<file path="config.mk">
export PLATFORM = sky130hd
export DESIGN_NAME = pr_cfg_port
export DESIGN_NICKNAME = d
export VERILOG_FILES = /design/src/rtl/pr_cfg_pkg.sv /design/src/rtl/pr_rst_sync.sv /design/src/rtl/pr_sess_fsm.sv /design/src/rtl/pr_word_fwd.sv /design/src/rtl/pr_cfg_port.sv
export SDC_FILE = /design/constraint.sdc
export NUM_CORES = 1
export LEC_CHECK = 0
export ABC_CLOCK_PERIOD_IN_PS = 1100
export BUFFER_PORTS_ARGS = -buffer_cell sky130_fd_sc_hd__buf_2
export CAP_MARGIN = 20
export CORE_UTILIZATION = 39
export DETAILED_ROUTE_END_ITERATION = 7
export PLACE_DENSITY = 0.78
export SYNTH_ARGS = -nofsm -noshare
export SYNTH_HDL_FRONTEND = slang
export SYNTH_SLANG_ARGS = --single-unit
</file>
<file path="constraint.sdc">
create_clock -name clk -period 1.1 [get_ports clk]
set_clock_uncertainty 0.1 [all_clocks]
set_input_delay 0 -clock clk [delete_from_list [all_inputs] [get_ports clk]]
set_output_delay 0 -clock clk [all_outputs]
set_load 0.01 [all_outputs]
</file>
<file path="src/rtl/pr_cfg_pkg.sv">
`timescale 1ns/1ps
package pr_cfg_pkg;
  localparam int DATA_W   = 32;
  localparam int STAT_W   = 3;
  localparam int RES_W    = 2;
  localparam int IDX_DATA = 0;
  localparam int IDX_CSR  = 1;
  localparam int START_POS = 0;
  localparam int STAT_LSB  = 2;

  typedef enum logic [STAT_W-1:0] {
    ST_IDLE     = 3'd0,
    ST_ERR_GEN  = 3'd1,
    ST_ERR_CRC  = 3'd2,
    ST_ERR_BITS = 3'd3,
    ST_BUSY     = 3'd4,
    ST_DONE     = 3'd5
  } sess_st_e;

  function automatic sess_st_e result_to_st(input logic [RES_W-1:0] res);
    case (res)
      2'd0:    return ST_DONE;
      2'd1:    return ST_ERR_GEN;
      2'd2:    return ST_ERR_CRC;
      default: return ST_ERR_BITS;
    endcase
  endfunction
endpackage

</file>
<file path="src/rtl/pr_rst_sync.sv">
`timescale 1ns/1ps
module pr_rst_sync #(
  parameter int STAGES = 2
) (
  input  logic clk,
  input  logic rst_n,
  output logic rst_sync_n
);
  logic [STAGES-1:0] chain_q;

  always_ff @(posedge clk or negedge rst_n) begin
    if (!rst_n) chain_q <= '0;
    else        chain_q <= {chain_q[STAGES-2:0], 1'b1};
  end

  assign rst_sync_n = chain_q[STAGES-1];
endmodule

</file>
<file path="src/rtl/pr_sess_fsm.sv">
`timescale 1ns/1ps
module pr_sess_fsm
  import pr_cfg_pkg::*;
(
  input  logic             clk,
  input  logic             rst_n,
  input  logic             start_req,
  input  logic             eng_done,
  input  logic [RES_W-1:0] eng_result,
  output sess_st_e         status_o,
  output logic             busy_o
);
  sess_st_e st_q, st_d;
  logic     st_en;

  always_comb begin
    st_d  = st_q;
    st_en = 1'b0;
    if (st_q == ST_BUSY) begin
      if (eng_done) begin
        st_d  = result_to_st(eng_result);
        st_en = 1'b1;
      end
    end else if (start_req) begin
      st_d  = ST_BUSY;
      st_en = 1'b1;
    end
  end

  always_ff @(posedge clk or negedge rst_n) begin
    if (!rst_n)     st_q <= ST_IDLE;
    else if (st_en) st_q <= st_d;
  end

  assign status_o = st_q;
  assign busy_o   = (st_q == ST_BUSY);


  start_go_chk: assert property (@(posedge clk) disable iff (!rst_n)
    (!busy_o && start_req) |=> (status_o == ST_BUSY));

  no_restart_chk: assert property (@(posedge clk) disable iff (!rst_n)
    (busy_o && start_req && !eng_done) |=> (status_o == ST_BUSY));

  ok_result_chk: assert property (@(posedge clk) disable iff (!rst_n)
    (busy_o && eng_done && eng_result == 2'd0) |=> (status_o == ST_DONE));

  code_range_chk: assert property (@(posedge clk) disable iff (!rst_n)
    (status_o <= ST_DONE));

  stray_done_chk: assert property (@(posedge clk) disable iff (!rst_n)
    (!busy_o && eng_done && !start_req) |=> $stable(status_o));
endmodule

</file>
<file path="src/rtl/pr_word_fwd.sv">
`timescale 1ns/1ps
module pr_word_fwd #(
  parameter int WORD_W = 32
) (
  input  logic              clk,
  input  logic              rst_n,
  input  logic              sess_busy,
  input  logic              wr_data,
  input  logic [WORD_W-1:0] wdata,
  output logic              bus_wait_o,
  output logic [WORD_W-1:0] cfg_data,
  output logic              cfg_valid,
  input  logic              cfg_ready
);
  logic              vld_q, vld_d;
  logic [WORD_W-1:0] word_q;
  logic              take;

  always_comb begin
    take  = wr_data && sess_busy && (!vld_q || cfg_ready);
    vld_d = vld_q;
    if (!sess_busy)     vld_d = 1'b0;
    else if (take)      vld_d = 1'b1;
    else if (cfg_ready) vld_d = 1'b0;
  end

  always_ff @(posedge clk or negedge rst_n) begin
    if (!rst_n) vld_q <= 1'b0;
    else        vld_q <= vld_d;
  end

  always_ff @(posedge clk or negedge rst_n) begin
    if (!rst_n)    word_q <= '0;
    else if (take) word_q <= wdata;
  end

  assign bus_wait_o = wr_data && sess_busy && vld_q && !cfg_ready;
  assign cfg_data   = word_q;
  assign cfg_valid  = vld_q;


  stall_hold_chk: assert property (@(posedge clk) disable iff (!rst_n)
    (cfg_valid && !cfg_ready) |=> (!sess_busy || (cfg_valid && $stable(cfg_data))));

  fwd_in_sess_chk: assert property (@(posedge clk) disable iff (!rst_n)
    $rose(cfg_valid) |-> $past(sess_busy));
endmodule

</file>
<file path="src/rtl/pr_cfg_port.sv">
`timescale 1ns/1ps
module pr_cfg_port
  import pr_cfg_pkg::*;
#(
  parameter int ADDR_W = 4
) (
  input  logic              clk,
  input  logic              rst_n,
  input  logic [ADDR_W-1:0] bus_addr,
  input  logic              bus_wr,
  input  logic [DATA_W-1:0] bus_wdata,
  output logic [DATA_W-1:0] bus_rdata,
  output logic              bus_wait,
  output logic [DATA_W-1:0] cfg_data,
  output logic              cfg_valid,
  input  logic              cfg_ready,
  input  logic              eng_done,
  input  logic [RES_W-1:0]  eng_result
);
  localparam int IDX_W = ADDR_W - 2;

  logic             rst_i_n;
  logic [IDX_W-1:0] reg_idx;
  logic             unused_lsb;
  logic             wr_data, wr_csr, start_req, busy;
  sess_st_e         status;

  pr_rst_sync #(.STAGES(2)) u_rst (
    .clk(clk), .rst_n(rst_n), .rst_sync_n(rst_i_n)
  );

  assign reg_idx    = bus_addr[ADDR_W-1:2];
  assign unused_lsb = ^bus_addr[1:0];
  assign wr_data    = bus_wr && (reg_idx == IDX_W'(IDX_DATA));
  assign wr_csr     = bus_wr && (reg_idx == IDX_W'(IDX_CSR));
  assign start_req  = wr_csr && bus_wdata[START_POS];

  pr_sess_fsm u_fsm (
    .clk(clk), .rst_n(rst_i_n), .start_req(start_req),
    .eng_done(eng_done), .eng_result(eng_result),
    .status_o(status), .busy_o(busy)
  );

  pr_word_fwd #(.WORD_W(DATA_W)) u_fwd (
    .clk(clk), .rst_n(rst_i_n), .sess_busy(busy),
    .wr_data(wr_data), .wdata(bus_wdata), .bus_wait_o(bus_wait),
    .cfg_data(cfg_data), .cfg_valid(cfg_valid), .cfg_ready(cfg_ready)
  );

  always_comb begin
    bus_rdata = '0;
    if (reg_idx == IDX_W'(IDX_CSR)) begin
      bus_rdata[START_POS]                 = busy;
      bus_rdata[STAT_LSB +: STAT_W]        = status;
    end
  end


  no_wait_idle_chk: assert property (@(posedge clk) disable iff (!rst_i_n)
    (status != ST_BUSY) |-> !bus_wait);
endmodule

</file>
==> results.py <==
metrics = {
    "clock_network": {
        "cts_hold_buffers": 38,
        "cts_buffers": 5,
        "tritoncts": "built",
        "cts-root-buf": "clkbuf_8",
        "cts_buffer_depth": 2,
        "clkTransAtPathRegs_ps": 70,
        "clock_latency_ps": 280,
        "cts_max_level": 2,
        "cts_sinks": 38,
    },
    "yosys": {
        "synth.area.top_cells": "dfrtp_1, mux2_4, buf_4",
        "synth_seq_cells": 38,
        "ys_seq_area_share_pct": 51.9,
        "avgSynthCellArea_um2": 15.0,
        "syn_area_mm2": 0.00183,
        "synth_edf_count": 0,
        "synthFlopType": "dfrtp_1",
        "synth_top_cells_by_count": "dfrtp_1, mux2_4, buf_4",
        "synth.most_common_cell": "dfrtp_1",
        "yosysTopAreaCell": "dfrtp_1",
        "yosys_warnings": 0,
        "yosysUniqueCellTypes": 21,
        "async_reset_ff_share_pct": 100,
        "synth_cells": 122,
        "yosysTopAreaCellShare_pct": 51.9,
    },
    "place": {
        "dp_cells": 258,
        "io_buffers": 78,
        "dp_hpwl_um": 2360,
        "routabilityCongestion": 0.738,
    },
    "grt": {
        "grt_usage_pct": 16.5,
        "grt_max_degree": 23,
        "antenna_found_initial": 0,
        "grt_pass1_wl_um": 6340,
        "globalRouteOverflowTotal": 0,
        "grt_pass1_vias": 1344,
    },
    "setup_path": {
        "crit_arrival_ps": 1640,
        "start_kind": "flop",
        "crit_fanout": 22,
        "end_kind": "flop",
        "cp.required_ps": 1160,
        "critPathKind": "flop to flop",
    },
    "sta": {
        "finalCritPeriodShare_pct": 144,
        "max_clock_freq_mhz": 632,
        "hold_viol_final": 1,
        "finalSetupViolCount": 41,
        "rsz0062_at_grt": "yes",
        "final-max-slew-violation-count": 0,
        "final.min_clock_period_ps": 1580,
        "fin_ws_ps": -482,
        "holdWs_ps": -28.1,
    },
    "power": {
        "clock_power_share_pct": 16.0,
        "power_switching_mw": 1.87,
        "comb_power_share_pct": 44.6,
        "power_leakage_nw": 1.59,
        "vdd_drop_max_mv": 0.780,
        "p_seq_share_pct": 39.4,
        "p_int_mw": 4.19,
        "p_sw_share_pct": 30.8,
        "cellPowerDensity_mw_per_mm2": 2140,
        "p_total_mw": 6.06,
    },
    "run_status": {
        "outcome": "finished with violations",
        "violations": "design-rule violations, negative hold slack, negative setup slack",
    },
    "floorplan": {
        "coreArea_mm2": 0.00444,
        "ios": 109,
        "dieArea_mm2": 0.00498,
        "chipHeight_um": 70.5,
        "initial_core_util_pct": 41.2,
        "rows": 24,
        "fp.dieW_um": 70.5,
    },
    "finish": {
        "layout.cells.non_filler": 308,
        "nets": 298,
        "area_growth_pct": 54.4,
        "n_fill_cell": 331,
        "diodes": 0,
        "drive_gt1_share_pct": 56.3,
    },
    "detailed_routing": {
        "drc_errors": 16,
        "num_vias": 1326,
        "post_drt_wl_per_cell_um": 13.6,
        "wl_um": 4200,
        "drtPass1Iterations": 6,
        "viasPerCell": 4.31,
        "drtIter0Drc": 58,
        "ant_nets": 0,
    },
    "worst_hold_path": {
        "worstHoldPathType": "input pin to flop",
    },
    "job": {
        "cap_viol_max_count": 0,
    },
}
## per-stage QoR
step	setup slack, ps	TNS (ps)	area [µm²]	utilization [%]	hold slack (ps)
global route	-507	-17780	2830	63.6	-16.1
CTS	-454	-15690	2790	62.8	-53.2
detailed placement	-428	-13620	2230	50.3	-310
floorplan	-418	-13050	1930	-	-396
global placement	-394	-12400	2230	50.3	-313
finish	-482	-16420	2830	63.6	-28.1
## layer usage
layer / share of wire [%] / track usage (%) / vias to the layer above
met4: 1.6 / 5.33 / 0
met5: 0 / 0 / -
li1: - / - / 617
met2: 55 / 32.0 / 67
met3: 6.6 / 3.70 / 10
met1: 37 / 17.6 / 632
## area by class of cell
class | count | area [µm²] | area share (%)
Clock inverter | 1 | 5.00 | 0.177
Multi-Input combinational cell | 79 | 773 | 27.3
Clock buffer | 7 | 86.3 | 3.05
Timing Repair Buffer | 130 | 942 | 33.3
Sequential cell | 38 | 952 | 33.7
Tap cell | 52 | 65.1 | 2.30
Inverter | 1 | 3.75 | 0.133
## state kept, by name, summed over array words and instances, names as in the netlist
register	flops
u_fwd.cfg_data	32
u_rst.chain_q	2
u_fsm.status_o	3
u_fwd.cfg_valid	1
## power groups by stage
stage | clock network, mW | logic [mW] | registers (mW)
4_1_cts | 0.993 | 2.57 | 2.37
3_5_place_dp | 0 | 2.29 | 2.37
2_1_floorplan | 0 | 1.14 | 2.67
6_report | 0.969 | 2.70 | 2.39
5_1_grt | 1.06 | 2.85 | 2.46
3_3_place_gp | 0 | 2.24 | 2.36
## worst max-delay path: stages, from the launching register on
cell      delay (ps)
dfrtp_1          420
nor3b_4          300
nand3b_4         120
buf_12           190
mux2_4           310
## layout by cell type, fill, tap and decap left out, types with 2 or more instances in the layout
master / instances
clkbuf_8: 6
buf_4: 7
dlygate4sd3_1: 38
buf_2: 73
and2_4: 4
mux2_4: 30
dfrtp_1: 37
conb_1: 29
nor2b_1: 2
buf_6: 11
mux2_2: 2
## final timing paths
| check | startpoint | end | slack [ps] | cells after the start |
|---|---|---|---|---|
| max | u_fsm.status_o[1] | u_fwd.cfg_data[4] | -480 | 4 |
| max reg2reg | u_fsm.status_o[1] | u_fwd.cfg_data[4] | -480 | 4 |
| max in group asynchronous | rst_n | u_rst.chain_q[1] | 300 | 3 |
| min | cfg_ready | u_fwd.cfg_valid | -30 | 3 |
| min reg2reg | u_rst.chain_q[1] | u_fwd.cfg_data[30] | 120 | 1 |
| min in group asynchronous | u_rst.chain_q[1] | u_fwd.cfg_data[30] | 120 | 1 |
## cell families after synthesis
| kind of cell | count (synthesis) | synth area share, % |
|---|---|---|
| AOI/OAI and AO/OA | 4 | 1.91 |
| buffers and inverters | 32 | 13.5 |
| DFF | 38 | 51.9 |
| muxes | 32 | 25.8 |
| other | 2 | 0.410 |
| and+or+nand+nor | 14 | 6.42 |
## timing repair
| item | CTS | global route |
|---|---|---|
| hold endpoints to repair | 38 | 1 |
| setup endpoints to repair | 41 | 41 |
| resized for setup | 17 | 6 |
| pin swaps | 1 | 1 |
| setup buffers | 2 | 4 |
(Power assumes the default switching activity.)
